$ cat src/rtl/eth_rx_pkg.sv
package eth_rx_pkg;
  typedef enum logic [1:0] {ST_IDLE, ST_PRE, ST_DATA, ST_DROP} rx_state_e;

  localparam logic [7:0]  PRE_BYTE    = 8'h55;
  localparam logic [7:0]  SFD_BYTE    = 8'hD5;
  localparam logic [31:0] CRC_INIT    = 32'hFFFF_FFFF;
  localparam logic [31:0] CRC_POLY_R  = 32'hEDB8_8320;
  localparam logic [31:0] CRC_RESIDUE = 32'hDEBB_20E3;
  localparam int ADDR_BYTES  = 6;
  localparam int LT_HI_IDX   = 12;
  localparam int LT_LO_IDX   = 13;
  localparam int HDR_FCS_LEN = 18;
  localparam int MIN_PAYLOAD = 46;
  localparam logic [15:0] TYPE_FLOOR = 16'h0600;

  // stat vector bit order
  localparam int S_ALIGN = 6, S_FCS = 5, S_SHORT = 4, S_LONG = 3,
                 S_JAB = 2, S_SYM = 1, S_LENMIS = 0;

  function automatic logic [31:0] crc32_byte(input logic [31:0] c, input logic [7:0] b);
    logic [31:0] r;
    r = c ^ {24'h0, b};
    for (int i = 0; i < 8; i++) r = r[0] ? ((r >> 1) ^ CRC_POLY_R) : (r >> 1);
    return r;
  endfunction
endpackage

$ cat src/rtl/rx_crc32.sv
module rx_crc32
  import eth_rx_pkg::*;
(
  input  logic       clk_i,
  input  logic       rst_ni,
  input  logic       clr_i,
  input  logic       en_i,
  input  logic [7:0] data_i,
  output logic       ok_o
);
  logic [31:0] crc_q;

  always_ff @(posedge clk_i or negedge rst_ni) begin
    if (!rst_ni)    crc_q <= CRC_INIT;
    else if (clr_i) crc_q <= CRC_INIT;
    else if (en_i)  crc_q <= crc32_byte(crc_q, data_i);
  end

  // running value over data plus FCS lands on a fixed residue
  assign ok_o = (crc_q == CRC_RESIDUE);
endmodule

$ cat src/rtl/rx_len_check.sv
module rx_len_check
  import eth_rx_pkg::*;
#(
  parameter int CNT_W     = 14,
  parameter int MIN_LEN   = 64,
  parameter int MAX_STD   = 1518,
  parameter int MAX_JUMBO = 10240,
  parameter int JAB_STD   = 2048
) (
  input  logic [CNT_W-1:0] cnt_i,
  input  logic             jumbo_i,
  input  logic [15:0]      lt_i,
  output logic             at_max_o,
  output logic             legal_o,
  output logic             short_o,
  output logic             long_o,
  output logic             jabber_o,
  output logic             lt_mismatch_o
);
  localparam logic [CNT_W-1:0] MIN_C   = CNT_W'(MIN_LEN);
  localparam logic [CNT_W-1:0] MAXS_C  = CNT_W'(MAX_STD);
  localparam logic [CNT_W-1:0] MAXJ_C  = CNT_W'(MAX_JUMBO);
  localparam logic [CNT_W-1:0] JABS_C  = CNT_W'(JAB_STD);
  localparam logic [15:0]      HDR_C   = 16'(HDR_FCS_LEN);
  localparam logic [15:0]      MINPL_C = 16'(MIN_PAYLOAD);

  logic [CNT_W-1:0] max_len, jab_len;
  logic [15:0]      payload, expect_pl;

  assign max_len  = jumbo_i ? MAXJ_C : MAXS_C;
  assign jab_len  = jumbo_i ? MAXJ_C : JABS_C;
  assign at_max_o = (cnt_i == max_len);
  assign short_o  = (cnt_i < MIN_C);
  assign legal_o  = !short_o && (cnt_i <= max_len);
  assign long_o   = (cnt_i > max_len) && (cnt_i <= jab_len);
  assign jabber_o = (cnt_i > jab_len);

  assign payload   = 16'(cnt_i) - HDR_C;
  assign expect_pl = (lt_i < MINPL_C) ? MINPL_C : lt_i;
  assign lt_mismatch_o = (lt_i < TYPE_FLOOR) && (payload != expect_pl);
endmodule

$ cat src/rtl/eth_rx_frame_check.sv
module eth_rx_frame_check
  import eth_rx_pkg::*;
#(
  parameter int MIN_LEN   = 64,
  parameter int MAX_STD   = 1518,
  parameter int MAX_JUMBO = 10240,
  parameter int JAB_STD   = 2048,
  localparam int CNT_W    = $clog2(MAX_JUMBO + 2) + 1
) (
  input  logic        clk_i,
  input  logic        rst_ni,
  input  logic        jumbo_en_i,
  input  logic        rx_dv_i,
  input  logic        rx_er_i,
  input  logic        rx_dribble_i,
  input  logic [7:0]  rx_data_i,
  output logic [7:0]  dma_data_o,
  output logic        dma_valid_o,
  output logic        dma_last_o,
  output logic        dma_bad_o,
  output logic        status_valid_o,
  output logic        status_good_o,
  output logic [47:0] dest_addr_o,
  output logic        dest_valid_o,
  output logic        stat_align_o,
  output logic        stat_fcs_o,
  output logic        stat_short_o,
  output logic        stat_long_o,
  output logic        stat_jabber_o,
  output logic        stat_symbol_o,
  output logic        stat_lenmis_o
);
  localparam logic [CNT_W-1:0] ADDR_LAST = CNT_W'(ADDR_BYTES - 1);
  localparam logic [CNT_W-1:0] LT_HI     = CNT_W'(LT_HI_IDX);
  localparam logic [CNT_W-1:0] LT_LO     = CNT_W'(LT_LO_IDX);

  rx_state_e        state_q;
  logic [CNT_W-1:0] cnt_q;
  logic [7:0]       hold_q;
  logic             hold_v_q, abort_q, er_q, drib_q;
  logic [15:0]      lt_q;
  logic [47:0]      addr_q;
  logic [6:0]       stat_q, stat_c;
  logic             good_c, crc_ok, crc_clr, crc_en;
  logic             at_max, legal, is_short, is_long, is_jab, lt_mis;
  logic             in_byte;

  assign in_byte = (state_q == ST_DATA) && rx_dv_i;
  assign crc_clr = (state_q == ST_PRE) && rx_dv_i && (rx_data_i == SFD_BYTE);
  assign crc_en  = in_byte;

  rx_crc32 u_crc (
    .clk_i, .rst_ni, .clr_i(crc_clr), .en_i(crc_en), .data_i(rx_data_i), .ok_o(crc_ok)
  );

  rx_len_check #(
    .CNT_W(CNT_W), .MIN_LEN(MIN_LEN), .MAX_STD(MAX_STD),
    .MAX_JUMBO(MAX_JUMBO), .JAB_STD(JAB_STD)
  ) u_len (
    .cnt_i(cnt_q), .jumbo_i(jumbo_en_i), .lt_i(lt_q), .at_max_o(at_max),
    .legal_o(legal), .short_o(is_short), .long_o(is_long), .jabber_o(is_jab),
    .lt_mismatch_o(lt_mis)
  );

  // end-of-frame classification; CRC classes only for legal, error-free lengths
  always_comb begin
    stat_c           = '0;
    stat_c[S_ALIGN]  = legal && !er_q && !crc_ok && drib_q;
    stat_c[S_FCS]    = legal && !er_q && !crc_ok && !drib_q;
    stat_c[S_SHORT]  = is_short;
    stat_c[S_LONG]   = is_long;
    stat_c[S_JAB]    = is_jab;
    stat_c[S_SYM]    = er_q;
    stat_c[S_LENMIS] = legal && !er_q && crc_ok && lt_mis;
    good_c           = legal && !er_q && crc_ok && !lt_mis;
  end

  for (genvar g = 0; g < ADDR_BYTES; g++) begin : g_addr
    always_ff @(posedge clk_i or negedge rst_ni) begin
      if (!rst_ni) addr_q[g*8 +: 8] <= '0;
      else if (in_byte && cnt_q == CNT_W'(g)) addr_q[g*8 +: 8] <= rx_data_i;
    end
  end
  assign dest_addr_o = addr_q;

  always_ff @(posedge clk_i or negedge rst_ni) begin
    if (!rst_ni) begin
      state_q        <= ST_IDLE;
      cnt_q          <= '0;
      hold_q         <= '0;
      hold_v_q       <= 1'b0;
      abort_q        <= 1'b0;
      er_q           <= 1'b0;
      drib_q         <= 1'b0;
      lt_q           <= '0;
      dma_data_o     <= '0;
      dma_valid_o    <= 1'b0;
      dma_last_o     <= 1'b0;
      dma_bad_o      <= 1'b0;
      status_valid_o <= 1'b0;
      status_good_o  <= 1'b0;
      dest_valid_o   <= 1'b0;
      stat_q         <= '0;
    end else begin
      dma_valid_o    <= 1'b0;
      dma_last_o     <= 1'b0;
      dma_bad_o      <= 1'b0;
      status_valid_o <= 1'b0;
      status_good_o  <= 1'b0;
      dest_valid_o   <= 1'b0;
      stat_q         <= '0;
      unique case (state_q)
        ST_IDLE: if (rx_dv_i) state_q <= (rx_data_i == PRE_BYTE) ? ST_PRE : ST_DROP;
        ST_PRE: begin
          if (!rx_dv_i) state_q <= ST_IDLE;
          else if (rx_data_i == SFD_BYTE) begin
            state_q  <= ST_DATA;
            cnt_q    <= '0;
            hold_v_q <= 1'b0;
            abort_q  <= 1'b0;
            er_q     <= 1'b0;
            drib_q   <= 1'b0;
            lt_q     <= '0;
          end else if (rx_data_i != PRE_BYTE) state_q <= ST_DROP;
        end
        ST_DATA: begin
          if (rx_dv_i) begin
            if (cnt_q != '1) cnt_q <= cnt_q + 1'b1;
            if (rx_er_i) er_q <= 1'b1;
            if (rx_dribble_i) drib_q <= 1'b1;
            if (cnt_q == ADDR_LAST) dest_valid_o <= 1'b1;
            if (cnt_q == LT_HI) lt_q[15:8] <= rx_data_i;
            if (cnt_q == LT_LO) lt_q[7:0]  <= rx_data_i;
            if (!abort_q) begin
              if (rx_er_i || at_max) begin
                abort_q   <= 1'b1;
                dma_bad_o <= 1'b1;
                hold_v_q  <= 1'b0;
              end else begin
                dma_valid_o <= hold_v_q;
                dma_data_o  <= hold_q;
                hold_q      <= rx_data_i;
                hold_v_q    <= 1'b1;
              end
            end
          end else begin
            state_q        <= ST_IDLE;
            dma_valid_o    <= hold_v_q && !abort_q;
            dma_last_o     <= hold_v_q && !abort_q;
            dma_data_o     <= hold_q;
            hold_v_q       <= 1'b0;
            status_valid_o <= 1'b1;
            status_good_o  <= good_c;
            stat_q         <= stat_c;
          end
        end
        ST_DROP: if (!rx_dv_i) state_q <= ST_IDLE;
        default: state_q <= ST_IDLE;
      endcase
    end
  end

  assign stat_align_o  = stat_q[S_ALIGN];
  assign stat_fcs_o    = stat_q[S_FCS];
  assign stat_short_o  = stat_q[S_SHORT];
  assign stat_long_o   = stat_q[S_LONG];
  assign stat_jabber_o = stat_q[S_JAB];
  assign stat_symbol_o = stat_q[S_SYM];
  assign stat_lenmis_o = stat_q[S_LENMIS];

  p_bad_stops_fwd_r10: assert property (@(posedge clk_i) disable iff (!rst_ni)
    dma_bad_o |=> !dma_valid_o);
  p_bad_single_r7: assert property (@(posedge clk_i) disable iff (!rst_ni)
    dma_bad_o |=> !dma_bad_o);
  p_last_with_status_r2: assert property (@(posedge clk_i) disable iff (!rst_ni)
    dma_last_o |-> status_valid_o);
  p_stats_only_at_status_r12: assert property (@(posedge clk_i) disable iff (!rst_ni)
    !status_valid_o |-> (stat_q == '0 && !status_good_o));
  p_size_class_excl_r8: assert property (@(posedge clk_i) disable iff (!rst_ni)
    $onehot0({stat_short_o, stat_long_o, stat_jabber_o}));
  p_good_clean_r4: assert property (@(posedge clk_i) disable iff (!rst_ni)
    status_good_o |-> (stat_q == '0));
  p_dest_pulse_r3: assert property (@(posedge clk_i) disable iff (!rst_ni)
    dest_valid_o |=> !dest_valid_o);
endmodule

$ cat config.mk
export PLATFORM = sky130hd
export DESIGN_NAME = eth_rx_frame_check
export DESIGN_NICKNAME = d
export VERILOG_FILES = /design/src/rtl/eth_rx_pkg.sv /design/src/rtl/rx_crc32.sv /design/src/rtl/rx_len_check.sv /design/src/rtl/eth_rx_frame_check.sv
export SDC_FILE = /design/constraint.sdc
export NUM_CORES = 1
export LEC_CHECK = 0
export BUFFER_PORTS_ARGS = -buffer_cell sky130_fd_sc_hd__clkbuf_2
export CORE_ASPECT_RATIO = 0.75
export CORE_MARGIN = 2
export CORE_UTILIZATION = 35
export CTS_CLUSTER_DIAMETER = 60
export DETAILED_ROUTE_END_ITERATION = 10
export GPL_TIMING_DRIVEN = 0
export PLACE_DENSITY_LB_ADDON = 0.12
export SYNTH_ARGS = -nofsm -noshare
export SYNTH_HDL_FRONTEND = slang
export SYNTH_SLANG_ARGS = --single-unit
$ cat constraint.sdc
create_clock -name clk_i -period 4.2 [get_ports clk_i]
set_clock_uncertainty 0.05 [all_clocks]
set_input_delay 0.21 -clock clk_i [delete_from_list [all_inputs] [get_ports clk_i]]
set_output_delay 0.21 -clock clk_i [all_outputs]
set_load 0.005 [all_outputs]
==> load_flow_metrics.sql, run 1 <==
INSERT INTO impl_metrics (metric_group, metric, value, unit) VALUES
('global_route', 'antenna_found_initial', '0', ''),
('floorplanning', 'floorplan.die.height', '130', 'um'),
('sta', 'worst_hold_slack', '0.134', 'ns'),
('run_status', 'run_status', 'finished, final reports clean', ''),
('floorplanning', 'dieWidth', '171', 'um'),
('synthesis', 'post_synthesis_mean_instance_area', '10.8', 'sq um'),
('sta', 'max_freq', '0.280', 'GHz'),
('synthesis', 'synth-compound-area-share', '0.0853', ''),
('synthesis', 'syn_nets', '711', ''),
('critical_path', 'startpoint_type', 'flip-flop', ''),
('synthesis', 'synth-warning-count', '0', ''),
('drt', 'drcViolationCount', '0', ''),
('power_and_ir_drop', 'power.share.switching', '0.369', ''),
('power_and_ir_drop', 'comb_power_frac', '0.381', ''),
('power_and_ir_drop', 'clock_power_share', '0.248', ''),
('synthesis', 'yosysSeqAreaShare', '0.502', ''),
('synthesis', 'yosys-top-cells-area', 'sky130_fd_sc_hd__dfrtp_1 39%, sky130_fd_sc_hd__dfstp_2 11%, sky130_fd_sc_hd__mux2_2 9.8%, sky130_fd_sc_hd__xnor2_1 6.9%, sky130_fd_sc_hd__xor2_1 4.5%', ''),
('critical_path', 'critPathCaptureType', 'flip-flop', ''),
('cts', 'clockRootBuffer', 'sky130_fd_sc_hd__clkbuf_16', ''),
('place', 'place.detailed.hpwl', '14.7', 'mm'),
('critical_path', 'crit_path_max_fanout', '9', ''),
('synthesis', 'synth_xor_area_frac', '0.114', ''),
('cts', 'inserted_clock_buffers', '17', ''),
('cts', 'cts_htree_levels', '4', ''),
('cts', 'cts_repair_resize_count', '0', ''),
('synthesis', 'synth.ff_latch_count', '146', ''),
('sta', 'final_period_minus_worst_setup_slack', '3.57', 'ns'),
('power_and_ir_drop', 'ir_worst_vdd', '0.366', 'mV'),
('cts', 'clkLatencyLatePin', '0.43', 'ns'),
('drt', 'viasPerCell', '5.15', ''),
('global_route', 'grt_usage', '0.192', ''),
('synthesis', 'synth-edff-count', '0', ''),
('cts', 'cts_max_path_buffers', '2', ''),
('place', 'port_buffers', '82', ''),
('synthesis', 'yosys.area.top_type_share', '0.387', ''),
('sta', 'drv_slew', '0', ''),
('drt', 'detailedRoute.firstPassIterationCount', '5', ''),
('floorplanning', 'rows', '45', ''),
('sta', 'fin_setup_tns', '0', 'ns'),
('synthesis', 'yosysUniqueCellTypes', '57', ''),
('synthesis', 'post_synth_mux_area_share', '0.102', ''),
('synthesis', 'ys_async_sr_fraction', '1.00', ''),
('critical_path', 'worst_ep_arrival_time', '3.83', 'ns'),
('critical_path', 'critPathRequiredTime', '4.46', 'ns'),
('sta', 'timing_hold_violations_final', '0', ''),
('synthesis', 'synth.largest_area_cell', 'sky130_fd_sc_hd__dfrtp_1', ''),
('synthesis', 'largest_family_of_logic_cells_by_synthesized_area', 'simple AND/OR/NAND/NOR gates', ''),
('synthesis', 'yosys_most_used_dff', 'sky130_fd_sc_hd__dfrtp_1', ''),
('cells_and_area', 'post_route_cells_drive_above_1_share', '0.277', ''),
('power_and_ir_drop', 'internal_power', '3800', 'uW'),
('power_and_ir_drop', 'switching_power', '2230', 'uW'),
('cells_and_area', 'final_common_cell', 'sky130_fd_sc_hd__dfrtp_1', ''),
('cells_and_area', 'count_of_inserted_antenna_diode_cells', '0', ''),
('drt', 'detail_route.wl_per_cell', '18.7', 'um'),
('sta', 'final.period_utilization', '0.851', ''),
('global_route', 'global_route_congestion_overflow_total', '0', ''),
('sta', 'worst_pin_slew', '1.37', 'ns'),
('global_route', 'maximum_number_of_pins_on_one_net_before_global_route_repair', '84', ''),
('floorplanning', 'floorplan.core_area', '20400', 'sq um'),
('cells_and_area', 'finish.net_count', '816', ''),
('min_path', 'class_of_the_most_critical_hold_timing_path', 'input pin to flip-flop', ''),
('drt', 'drtAntennaViolNets', '0', ''),
('sta', 'setup-violations-final', '0', ''),
('cts', 'clock_pin_slew_worst_setup_and_hold_paths', '0.07', 'ns'),
('synthesis', 'postSynthCellCount', '681', ''),
('run', 'cap_viol_max_count', '0', ''),
('cells_and_area', 'fin_area', '8770', 'sq um'),
('drt', 'routed_wl', '20.2', 'mm'),
('power_and_ir_drop', 'power_leakage', '0.00391', 'uW'),
('critical_path', 'worst-setup-path-type', 'flip-flop to flip-flop', ''),
('drt', 'routed-via-count', '5572', '');
-- kinds of logic after synthesis --
kind of cell / after synthesis
AND/OR/NAND/NOR: 203
multiplexers: 67
flip-flops: 146
buffers and inverters: 52
XOR/XNOR: 96
adder cells (fa/ha/maj): 16
AO/OA/AOI/OAI: 101
-- sequential cells by signal (all words and copies together), names as in the netlist --
signal and flops:
dma_last_o 1, status_good_o 1, dma_bad_o 1, dest_valid_o 1
state_q 2, u_crc.crc_q 32, status_valid_o 1, lt_q 16
dest_addr_o 48, hold_q 8, stat_q 7, hold_v_q 1
dma_data_o 8, cnt_q 15, drib_q 1, er_q 1
dma_valid_o 1, abort_q 1
-- metal layers --
layer | vias to the layer above | track usage | part of all wire
met2 | 174 | 0.273 | 0.42
met5 | - | 0 | 0
met4 | 0 | 0.0533 | 0.0079
li1 | 2593 | - | -
met1 | 2791 | 0.285 | 0.51
met3 | 14 | 0.0541 | 0.067
-- path summary, 6_finish.rpt --
check | slack [ns] | startpoint | cells past startpoint | to
min | 0.13 | rx_data_i[3] | 4 | state_q[1]
min in group asynchronous | 0.28 | rst_ni | 2 | cnt_q[7]
max reg2reg | 0.63 | cnt_q[1] | 9 | hold_q[6]
max | 0.63 | cnt_q[1] | 9 | hold_q[6]
max in group asynchronous | 3.03 | rst_ni | 3 | hold_q[6]
min reg2reg | 0.42 | drib_q | 1 | stat_q[5]
-- worst max-delay path: stages (launching register included) --
cell and delay [ns]:
sky130_fd_sc_hd__dfrtp_1 0.57, sky130_fd_sc_hd__inv_1 0.26, sky130_fd_sc_hd__ha_1 0.33, sky130_fd_sc_hd__nand4b_1 0.09, sky130_fd_sc_hd__or3_1 0.14, sky130_fd_sc_hd__nor3_1 0.07, sky130_fd_sc_hd__or2_2 0.27, sky130_fd_sc_hd__clkbuf_1 0.18
sky130_fd_sc_hd__nor3_1 1.07, sky130_fd_sc_hd__mux2_2 0.43
-- what timing repair did --
| item | CTS | global route |
|---|---|---|
| setup endpoints to repair | 0 | 0 |
| endpoints found under the hold margin | 33 | 0 |
| hold buffers | 3 | 0 |
| setup buffers | 0 | 0 |
-- metrics by stage --
step	total power, uW	setup WS, ns	util
after floorplan	3830	1.38	-
after global placement	4510	0.405	0.398
after detailed placement	4530	0.647	0.399
after CTS	6070	0.624	0.429
after global routing	6410	0.439	0.429
final	6030	0.626	0.429
-- synthesized netlist by cell type, drive strengths merged, types with 3 or more instances --
cell type	count
a21oi	42
nor4bb	4
nand2b	3
mux2	65
nor3	16
buf	3
ha	16
clkbuf	32
a22o	8
nor4	11
xor2	38
or3	7
nand2	37
nand3	19
dfstp	32
nand4b	7
or4	4
nor2	64
dfrtp	114
xnor2	58
and3	7
nor2b	4
or2	4
and2	4
inv	17
o21ai	23
nand4	7
nor4b	3
-- power by group through the flow --
stage          logic, uW  clock network (uW)  registers, uW
2_1_floorplan       1650                   0           2170
3_3_place_gp        2270                   0           2240
3_5_place_dp        2280                   0           2250
4_1_cts             2300                1530           2230
5_1_grt             2520                1600           2290
6_report            2300                1500           2240
-- cell type report --
type	instances	area, sq um	area share
flip-flops and latches	146	3690	0.421
plain buffers	35	131	0.0150
inverters	17	63.8	0.00727
multi-input cells	483	3470	0.396
clock inverters	15	156	0.0178
repair buffers	86	477	0.0543
clock buffers	17	425	0.0485
well taps	282	353	0.0402
(Power assumes the default switching activity.)
==> run 2, diff against run 1 <==
CORE_ASPECT_RATIO = 0.7   (was 0.75)
CORE_UTILIZATION = 60   (was 35)
SLEW_MARGIN = 20   (was unset)
==> run 2 against run 1 <==
Net effect:
- flip-flop and latch count did not move
- maximum frequency increased by 5.4%
- clock power hardly changed
- combinational power is essentially flat
- largest power group unchanged
- highest routed layer unchanged
==> load_flow_metrics.sql, run 2 (synthesis results as in run 1) <==
INSERT INTO impl_metrics (metric_group, metric, value, unit) VALUES
('run_status', 'run_status', 'finished, final reports clean', ''),
('global_route', 'number_of_global_route_vias_before_repair', '5778', ''),
('cells_and_area', 'max_reg_flops', '48', ''),
('global_route', 'grt_pass1_wl', '30.9', 'mm'),
('critical_path', 'critPathCaptureType', 'flip-flop', ''),
('cells_and_area', 'syn_to_final_growth', '16.9', '%'),
('cts', 'clkLatencyLatePin', '0.42', 'ns'),
('cells_and_area', 'post_route_cells_drive_above_1_share', '0.279', ''),
('drt', 'met3RoutedLength', '1.84', 'mm'),
('sta', 'grt_setup_unrepaired', 'no', ''),
('cells_and_area', 'final_cell_mix', '114 x sky130_fd_sc_hd__dfrtp_1, 81 x sky130_fd_sc_hd__clkbuf_2, 64 x sky130_fd_sc_hd__nor2_1, 64 x sky130_fd_sc_hd__mux2_2, 57 x sky130_fd_sc_hd__xnor2_1', ''),
('run', 'cap_viol_max_count', '0', ''),
('cts', 'tritoncts', 'built', ''),
('critical_path', 'timing.reg2reg.worst_path_depth', '10', ''),
('place', 'place_congestion', '0.893', ''),
('sta', 'fin_setup_tns', '0', 'ns'),
('drt', 'wl_met2', '8.09', 'mm'),
('drt', 'detailedRoute.firstPassIterationCount', '5', ''),
('sta', 'final_period_minus_worst_setup_slack', '3.39', 'ns'),
('sta', 'final.period_utilization', '0.807', ''),
('sta', 'max_freq', '0.295', 'GHz'),
('cts', 'cts_max_path_buffers', '2', ''),
('critical_path', 'crit_path_max_fanout', '9', ''),
('critical_path', 'worst_ep_arrival_time', '3.65', 'ns'),
('critical_path', 'startpoint', 'cnt_q[1]', ''),
('global_route', 'global_route_congestion_overflow_total', '0', ''),
('power_and_ir_drop', 'seqPwrFrac', '0.370', ''),
('critical_path', 'worst-setup-path-type', 'flip-flop to flip-flop', ''),
('cts', 'clock_pin_slew_worst_setup_and_hold_paths', '0.07', 'ns'),
('power_and_ir_drop', 'internal_power', '3850', 'uW'),
('critical_path', 'critPathRequiredTime', '4.45', 'ns'),
('cts', 'cts_htree_levels', '4', ''),
('floorplanning', 'floorplan.core_area', '11900', 'sq um'),
('global_route', 'grt_usage', '0.305', ''),
('power_and_ir_drop', 'power_leakage', '0.00390', 'uW'),
('global_route', 'maximum_number_of_pins_on_one_net_before_global_route_repair', '87', ''),
('power_and_ir_drop', 'comb_power_frac', '0.382', ''),
('power_and_ir_drop', 'power.share.switching', '0.364', ''),
('sta', 'remaining_max_slew_budget_at_the_tightest_pin', '0.376', ''),
('cells_and_area', 'layout.area.seq', '3690', 'sq um'),
('cells_and_area', 'count_of_inserted_antenna_diode_cells', '0', ''),
('floorplanning', 'die_area', '13200', 'sq um'),
('drt', 'drcViolationCount', '0', ''),
('power_and_ir_drop', 'switching_power', '2210', 'uW'),
('cells_and_area', 'layout_filler_cell_count', '829', ''),
('cts', 'inserted_clock_buffers', '17', ''),
('floorplanning', 'floorplan.io_pins', '83', ''),
('cells_and_area', 'multi_input_combinational_cell_area', '3490', 'sq um'),
('sta', 'worst_pin_slew', '0.929', 'ns'),
('cells_and_area', 'final_common_cell', 'sky130_fd_sc_hd__dfrtp_1', ''),
('power_and_ir_drop', 'clock_power_share', '0.247', ''),
('drt', 'dr.max_layer_used', 'met4', ''),
('sta', 'setup-violations-final', '0', ''),
('floorplanning', 'rows', '33', ''),
('cts', 'cts_repair_resize_count', '0', ''),
('place', 'place.detailed.hpwl', '13.2', 'mm'),
('cts', 'clockRootBuffer', 'sky130_fd_sc_hd__clkbuf_16', ''),
('sta', 'drv_slew', '0', ''),
('place', 'port_buffers', '82', ''),
('drt', 'drt_iter0_markers', '468', ''),
('critical_path', 'crit-reg2reg-launch', 'cnt_q[1]', ''),
('drt', 'detail_route.wl_per_cell', '19.8', 'um'),
('power_and_ir_drop', 'ir_worst_vdd', '0.441', 'mV'),
('cells_and_area', 'post-route-util', '0.726', ''),
('floorplanning', 'floorplan.die.height', '96.7', 'um'),
('floorplanning', 'floorplan.initialDensity', '0.621', ''),
('drt', 'routed-via-count', '5629', ''),
('global_route', 'antenna_found_initial', '0', ''),
('power_and_ir_drop', 'pwrdens', '704', 'nW/um^2'),
('drt', 'm1WireLength', '8.67', 'mm'),
('drt', 'routed_wl', '18.9', 'mm'),
('critical_path', 'crit-reg2reg-capture', 'dma_data_o[0]', ''),
('cts', 'clock_sinks', '146', ''),
('sta', 'timing_hold_violations_final', '0', ''),
('critical_path', 'reg2reg_setup_slack', '0.81', 'ns'),
('min_path', 'class_of_the_most_critical_hold_timing_path', 'input pin to flip-flop', ''),
('critical_path', 'setup.worst_path.end', 'dma_data_o[0]', ''),
('cells_and_area', 'finish.net_count', '814', ''),
('critical_path', 'startpoint_type', 'flip-flop', ''),
('drt', 'drtAntennaViolNets', '0', ''),
('drt', 'viasPerCell', '5.90', ''),
('floorplanning', 'dieWidth', '136', 'um');
run 2: layer usage:
layer  vias to the layer above  track usage
met5                         -            0
met4                         0       0.0777
met3                        26       0.0943
met2                       246        0.440
met1                      2766        0.449
li1                       2591            -
run 2: area by class of cell:
class | count | share of cell area
tap | 157 | 0.0228
multi-input combinational | 483 | 0.405
sequential | 146 | 0.429
timing repair buffer | 84 | 0.0531
clock inverter | 14 | 0.0172
buffer | 35 | 0.0153
inverter | 17 | 0.00742
clock buffer | 18 | 0.0499
run 2: worst min-delay path by stage:
stage                     cells after the start          from  slack [ns]   endpoint
after global placement                        1        drib_q        0.39  stat_q[5]
after CTS                                     3       rx_er_i       0.004       er_q
after floorplan                               0        rst_ni       -0.14    abort_q
after global routing                          3  rx_dribble_i        0.02     drib_q
after detailed placement                      1        rst_ni        0.25   cnt_q[8]
final                                         3       rx_er_i       0.004       er_q
run 2: critical path: stages (launching register included):
cell,delay [ns]
sky130_fd_sc_hd__dfrtp_1,0.59
sky130_fd_sc_hd__inv_1,0.26
sky130_fd_sc_hd__ha_1,0.35
sky130_fd_sc_hd__nand4b_1,0.09
sky130_fd_sc_hd__or3_1,0.38
sky130_fd_sc_hd__nor3_1,0.24
sky130_fd_sc_hd__or2_2,0.17
sky130_fd_sc_hd__clkbuf_1,0.25
sky130_fd_sc_hd__o21ai_0,0.17
sky130_fd_sc_hd__nand2_1,0.33
sky130_fd_sc_hd__mux2_2,0.39
run 2: timing repair:
item | 4_1_cts | 5_1_grt
hold buffers | 1 | 0
hold endpoints to repair | 72 | 0
buffers inserted | 0 | 0
setup endpoints to repair | 0 | 0
run 2: stage by stage:
step	instances	power (uW)	setup slack (ns)	cell area [sq um]	hold slack [ns]
after global placement	920	4420	0.580	7970	0.389
after CTS	954	6030	0.876	8600	0.00362
final	954	6060	0.809	8600	0.00406
after floorplan	681	3830	1.38	7360	-0.136
after global routing	954	6410	0.629	8600	0.0204
after detailed placement	921	4510	0.914	8010	0.249
run 2: power by group through the flow:
stage	logic [uW]	clock network [uW]	registers [uW]
2_1_floorplan	1650	0	2170
3_3_place_gp	2200	0	2220
3_5_place_dp	2260	0	2250
4_1_cts	2300	1500	2230
5_1_grt	2540	1580	2290
6_report	2320	1500	2240
==> run 3, diff against run 2 <==
ABC_AREA = 1   (was unset)
CORE_UTILIZATION = 59   (was 60)
clock period = 3.3 ns   (was 4.2 ns; I/O delays follow)
==> run 3 against run 2 <==
Net effect:
- cell count grew 23%
- maximum frequency grew 24%
- area after synthesis grew 4.9%
- clock-buffer cell count is the same
- worst hold slack gained 0.032 ns
- synthesized cell count grew 31%
- critical path type unchanged
- critical endpoint is now hold_q[6]
- largest cell class unchanged
- largest power group unchanged
==> load_flow_metrics.sql, run 3 <==
INSERT INTO impl_metrics (metric_group, metric, value, unit) VALUES
('run_status', 'run_status', 'finished, final reports clean', ''),
('power_and_ir_drop', 'power_after_layout', '7260', 'uW'),
('cells_and_area', 'count_of_inserted_antenna_diode_cells', '0', ''),
('global_route', 'maximum_number_of_pins_on_one_net_before_global_route_repair', '78', ''),
('synthesis', 'post_synthesis_mean_instance_area', '8.64', 'sq um'),
('critical_path', 'critical-path-max-stage-delay', '0.49', 'ns'),
('sta', 'drv_slew', '0', ''),
('cells_and_area', 'syn_to_final_growth', '16.3', '%'),
('sta', 'setup-violations-final', '0', ''),
('synthesis', 'synth.largest_area_cell', 'sky130_fd_sc_hd__dfrtp_1', ''),
('cts', 'clockRootBuffer', 'sky130_fd_sc_hd__clkbuf_16', ''),
('power_and_ir_drop', 'ir_worst_vdd', '0.655', 'mV'),
('synthesis', 'synth.ff_latch_count', '146', ''),
('floorplanning', 'rows', '34', ''),
('cts', 'cts_max_path_buffers', '2', ''),
('synthesis', 'ys_async_sr_fraction', '1.00', ''),
('power_and_ir_drop', 'pwrdens', '809', 'nW/um^2'),
('sta', 'max_freq', '0.367', 'GHz'),
('drt', 'routed_wl', '20.9', 'mm'),
('min_path', 'hold_path.startpoint', 'rx_data_i[3]', ''),
('sta', 'remaining_max_slew_budget_at_the_tightest_pin', '0.408', ''),
('place', 'place.detailed.hpwl', '14.7', 'mm'),
('global_route', 'global_route_congestion_overflow_total', '0', ''),
('critical_path', 'ordered_cell_list_for_the_critical_path', 'ha_1, inv_1, nor3_1, nand2_1, nor3_1, nand2_1, nand2_1, nor2_1, nand2_1, clkbuf_1, o21ai_0', ''),
('cells_and_area', 'max_reg_flops', '48', ''),
('synthesis', 'syn_nets', '924', ''),
('power_and_ir_drop', 'internal_power', '4390', 'uW'),
('synthesis', 'synth_commonest_cells', '213 x sky130_fd_sc_hd__nand2_1, 114 x sky130_fd_sc_hd__dfrtp_1, 95 x sky130_fd_sc_hd__inv_1', ''),
('power_and_ir_drop', 'clock_power_share', '0.258', ''),
('floorplanning', 'floorplan.core_area', '12600', 'sq um'),
('critical_path', 'crit-reg2reg-launch', 'cnt_q[13]', ''),
('floorplanning', 'floorplan.initialDensity', '0.613', ''),
('critical_path', 'worst-setup-path-type', 'flip-flop to flip-flop', ''),
('critical_path', 'worst_ep_arrival_time', '2.97', 'ns'),
('critical_path', 'crit_path_max_fanout', '10', ''),
('sta', 'fin_setup_tns', '0', 'ns'),
('synthesis', 'yosys-top-cells-area', 'sky130_fd_sc_hd__dfrtp_1 37%, sky130_fd_sc_hd__dfstp_2 11%, sky130_fd_sc_hd__nand2_1 10%, sky130_fd_sc_hd__o21ai_0 5.2%, sky130_fd_sc_hd__inv_1 4.6%', ''),
('power_and_ir_drop', 'seqPwrFrac', '0.356', ''),
('power_and_ir_drop', 'switching_power', '2870', 'uW'),
('synthesis', 'yosysSeqAreaShare', '0.478', ''),
('cts', 'post-cts-setup-buffers', '0', ''),
('cells_and_area', 'final_cell_mix', '213 x sky130_fd_sc_hd__nand2_1, 114 x sky130_fd_sc_hd__dfrtp_1, 95 x sky130_fd_sc_hd__inv_1', ''),
('drt', 'detail_route.wl_per_cell', '17.8', 'um'),
('run', 'cap_viol_max_count', '0', ''),
('floorplanning', 'die_area', '14000', 'sq um'),
('critical_path', 'startpoint_type', 'flip-flop', ''),
('synthesis', 'yosys.area.top_type_share', '0.369', ''),
('power_and_ir_drop', 'power.share.switching', '0.395', ''),
('critical_path', 'critPathCaptureType', 'flip-flop', ''),
('critical_path', 'crit_buf_inv', '2', ''),
('critical_path', 'crit_slowest_cell', 'sky130_fd_sc_hd__dfrtp_1', ''),
('floorplanning', 'dieWidth', '141', 'um'),
('critical_path', 'crit-reg2reg-capture', 'hold_q[6]', ''),
('drt', 'drcViolationCount', '0', ''),
('sta', 'worst_pin_slew', '0.881', 'ns'),
('synthesis', 'postSynthCellCount', '894', ''),
('cells_and_area', 'post_route_cells_drive_above_1_share', '0.192', ''),
('sta', 'final.period_utilization', '0.826', ''),
('synthesis', 'yosysUniqueCellTypes', '51', ''),
('cells_and_area', 'layout.area.seq', '3690', 'sq um'),
('place', 'place_congestion', '0.938', ''),
('synthesis', 'synth-edff-count', '0', ''),
('power_and_ir_drop', 'power_leakage', '0.00441', 'uW'),
('place', 'port_buffers', '82', ''),
('synthesis', 'netlist_area', '7720', 'sq um'),
('critical_path', 'critPathTopFamily', 'simple AND/OR/NAND/NOR gates', ''),
('synthesis', 'yosys_most_used_dff', 'sky130_fd_sc_hd__dfrtp_1', ''),
('cts', 'inserted_clock_buffers', '17', ''),
('cts', 'cts_htree_levels', '4', ''),
('min_path', 'worst_hold_end', 'lt_q[11]', ''),
('global_route', 'number_of_global_route_vias_before_repair', '6254', ''),
('floorplanning', 'floorplan.io_pins', '83', ''),
('drt', 'drt_iter0_markers', '546', ''),
('floorplanning', 'floorplan.die.height', '99.7', 'um'),
('global_route', 'antenna_found_initial', '0', ''),
('power_and_ir_drop', 'comb_power_frac', '0.385', ''),
('cells_and_area', 'finish.net_count', '1030', ''),
('global_route', 'grt_usage', '0.312', ''),
('critical_path', 'timing.reg2reg.worst_path_depth', '11', ''),
('sta', 'timing_hold_violations_final', '0', ''),
('cells_and_area', 'final_common_cell', 'sky130_fd_sc_hd__nand2_1', ''),
('cts', 'tritoncts', 'built', ''),
('critical_path', 'reg2reg_setup_slack', '0.57', 'ns'),
('global_route', 'grt_pass1_wl', '33.7', 'mm'),
('drt', 'detailedRoute.firstPassIterationCount', '5', ''),
('synthesis', 'synthMostInstantiatedCell', 'sky130_fd_sc_hd__nand2_1', ''),
('cts', 'clkLatencyLatePin', '0.43', 'ns'),
('synthesis', 'synth-warning-count', '0', ''),
('sta', 'grt_setup_unrepaired', 'no', ''),
('drt', 'drtAntennaViolNets', '0', ''),
('cells_and_area', 'layout_filler_cell_count', '973', ''),
('min_path', 'min_path_cells', '3', ''),
('cts', 'clock_sinks', '146', ''),
('sta', 'final_period_minus_worst_setup_slack', '2.73', 'ns'),
('cells_and_area', 'multi_input_combinational_cell_area', '3550', 'sq um'),
('critical_path', 'critical-path-top-cell-by-count', 'sky130_fd_sc_hd__nand2_1', ''),
('critical_path', 'critPathRequiredTime', '3.54', 'ns'),
('drt', 'routed-via-count', '6702', ''),
('cts', 'clock_pin_slew_worst_setup_and_hold_paths', '0.07', 'ns'),
('min_path', 'class_of_the_most_critical_hold_timing_path', 'input pin to flip-flop', ''),
('drt', 'viasPerCell', '5.70', '');
[run 3: changes by cell type after synthesis, sizes merged, moves of 19 or more]
| cell | previous run | this run |
|---|---|---|
| xnor2 | 58 | 26 |
| inv | 17 | 101 |
| mux2 | 65 | 8 |
| nand2 | 37 | 218 |
| a21oi | 42 | 23 |
| o21ai | 23 | 92 |
[run 3: final cells by class]
class                   instances  area share
plain buffers                  21      0.0106
clock buffers                  18      0.0478
clock inverters                14      0.0152
inverters                     101      0.0425
multi-input cells             626       0.396
flip-flops and latches        146       0.411
well taps                     162      0.0226
repair buffers                 87      0.0542
[run 3: tightest hold or removal path, stage by stage]
cell and delay [ns]:
sky130_fd_sc_hd__clkbuf_2 0.12, sky130_fd_sc_hd__nand2_1 0.11, sky130_fd_sc_hd__o21ai_1 0.08
[run 3: worst max-delay path by stage]
stage / start / to / slack (ns) / cells after the start
final: cnt_q[13] / hold_q[6] / 0.57 / 11
after detailed placement: jumbo_en_i / hold_v_q / 0.65 / 13
after global routing: cnt_q[13] / hold_q[3] / 0.29 / 11
after floorplan: cnt_q[13] / dma_data_o[0] / 1.14 / 10
after global placement: rst_ni / dest_addr_o[7] / -0.44 / 1
after CTS: cnt_q[13] / hold_q[6] / 0.66 / 11
[run 3: kinds of logic after synthesis]
kind of cell,after synthesis,synth area share
and+or+nand+nor,374,0.208
muxes,8,0.0117
xor gates and xnor gates,72,0.101
adders and majority gates,16,0.0259
DFF,146,0.478
buffers and inverters,122,0.0617
AOI/OAI and AO/OA,156,0.114
[run 3: per-layer routing]
metal / wire (um) / global-route usage / vias up
met5: 0 / 0 / -
met2: 8830 / 0.447 / 315
li1: - / - / 3144
met3: 2000 / 0.0794 / 28
met1: 9750 / 0.475 / 3215
met4: 355 / 0.0854 / 0
[run 3: per-stage QoR]
stage                     setup WS (ns)  utilization  hold slack [ns]  std cells  area [sq um]
after global placement           -0.437        0.662            0.347       1138          8340
after floorplan                    1.14            -           -0.181        894          7720
after global routing              0.285        0.713           0.0531       1175          8980
final                             0.573        0.713           0.0363       1175          8980
after CTS                         0.663        0.713           0.0330       1175          8980
after detailed placement          0.653        0.665            0.162       1139          8370
[run 3: timing repair]
action	in CTS	in global routing
resized for setup	0	0
hold buffers	4	0
endpoints found under the hold margin	49	0
[run 3: power by group through the flow]
| stage | Combinational [uW] | Clock [uW] | Sequential (uW) |
|---|---|---|---|
| 3_3_place_gp | 2620 | 0 | 2590 |
| 3_5_place_dp | 2700 | 0 | 2600 |
| 4_1_cts | 2750 | 1890 | 2570 |
| 6_report | 2800 | 1880 | 2590 |
| 5_1_grt | 3100 | 1970 | 2630 |
| 2_1_floorplan | 2150 | 0 | 2510 |
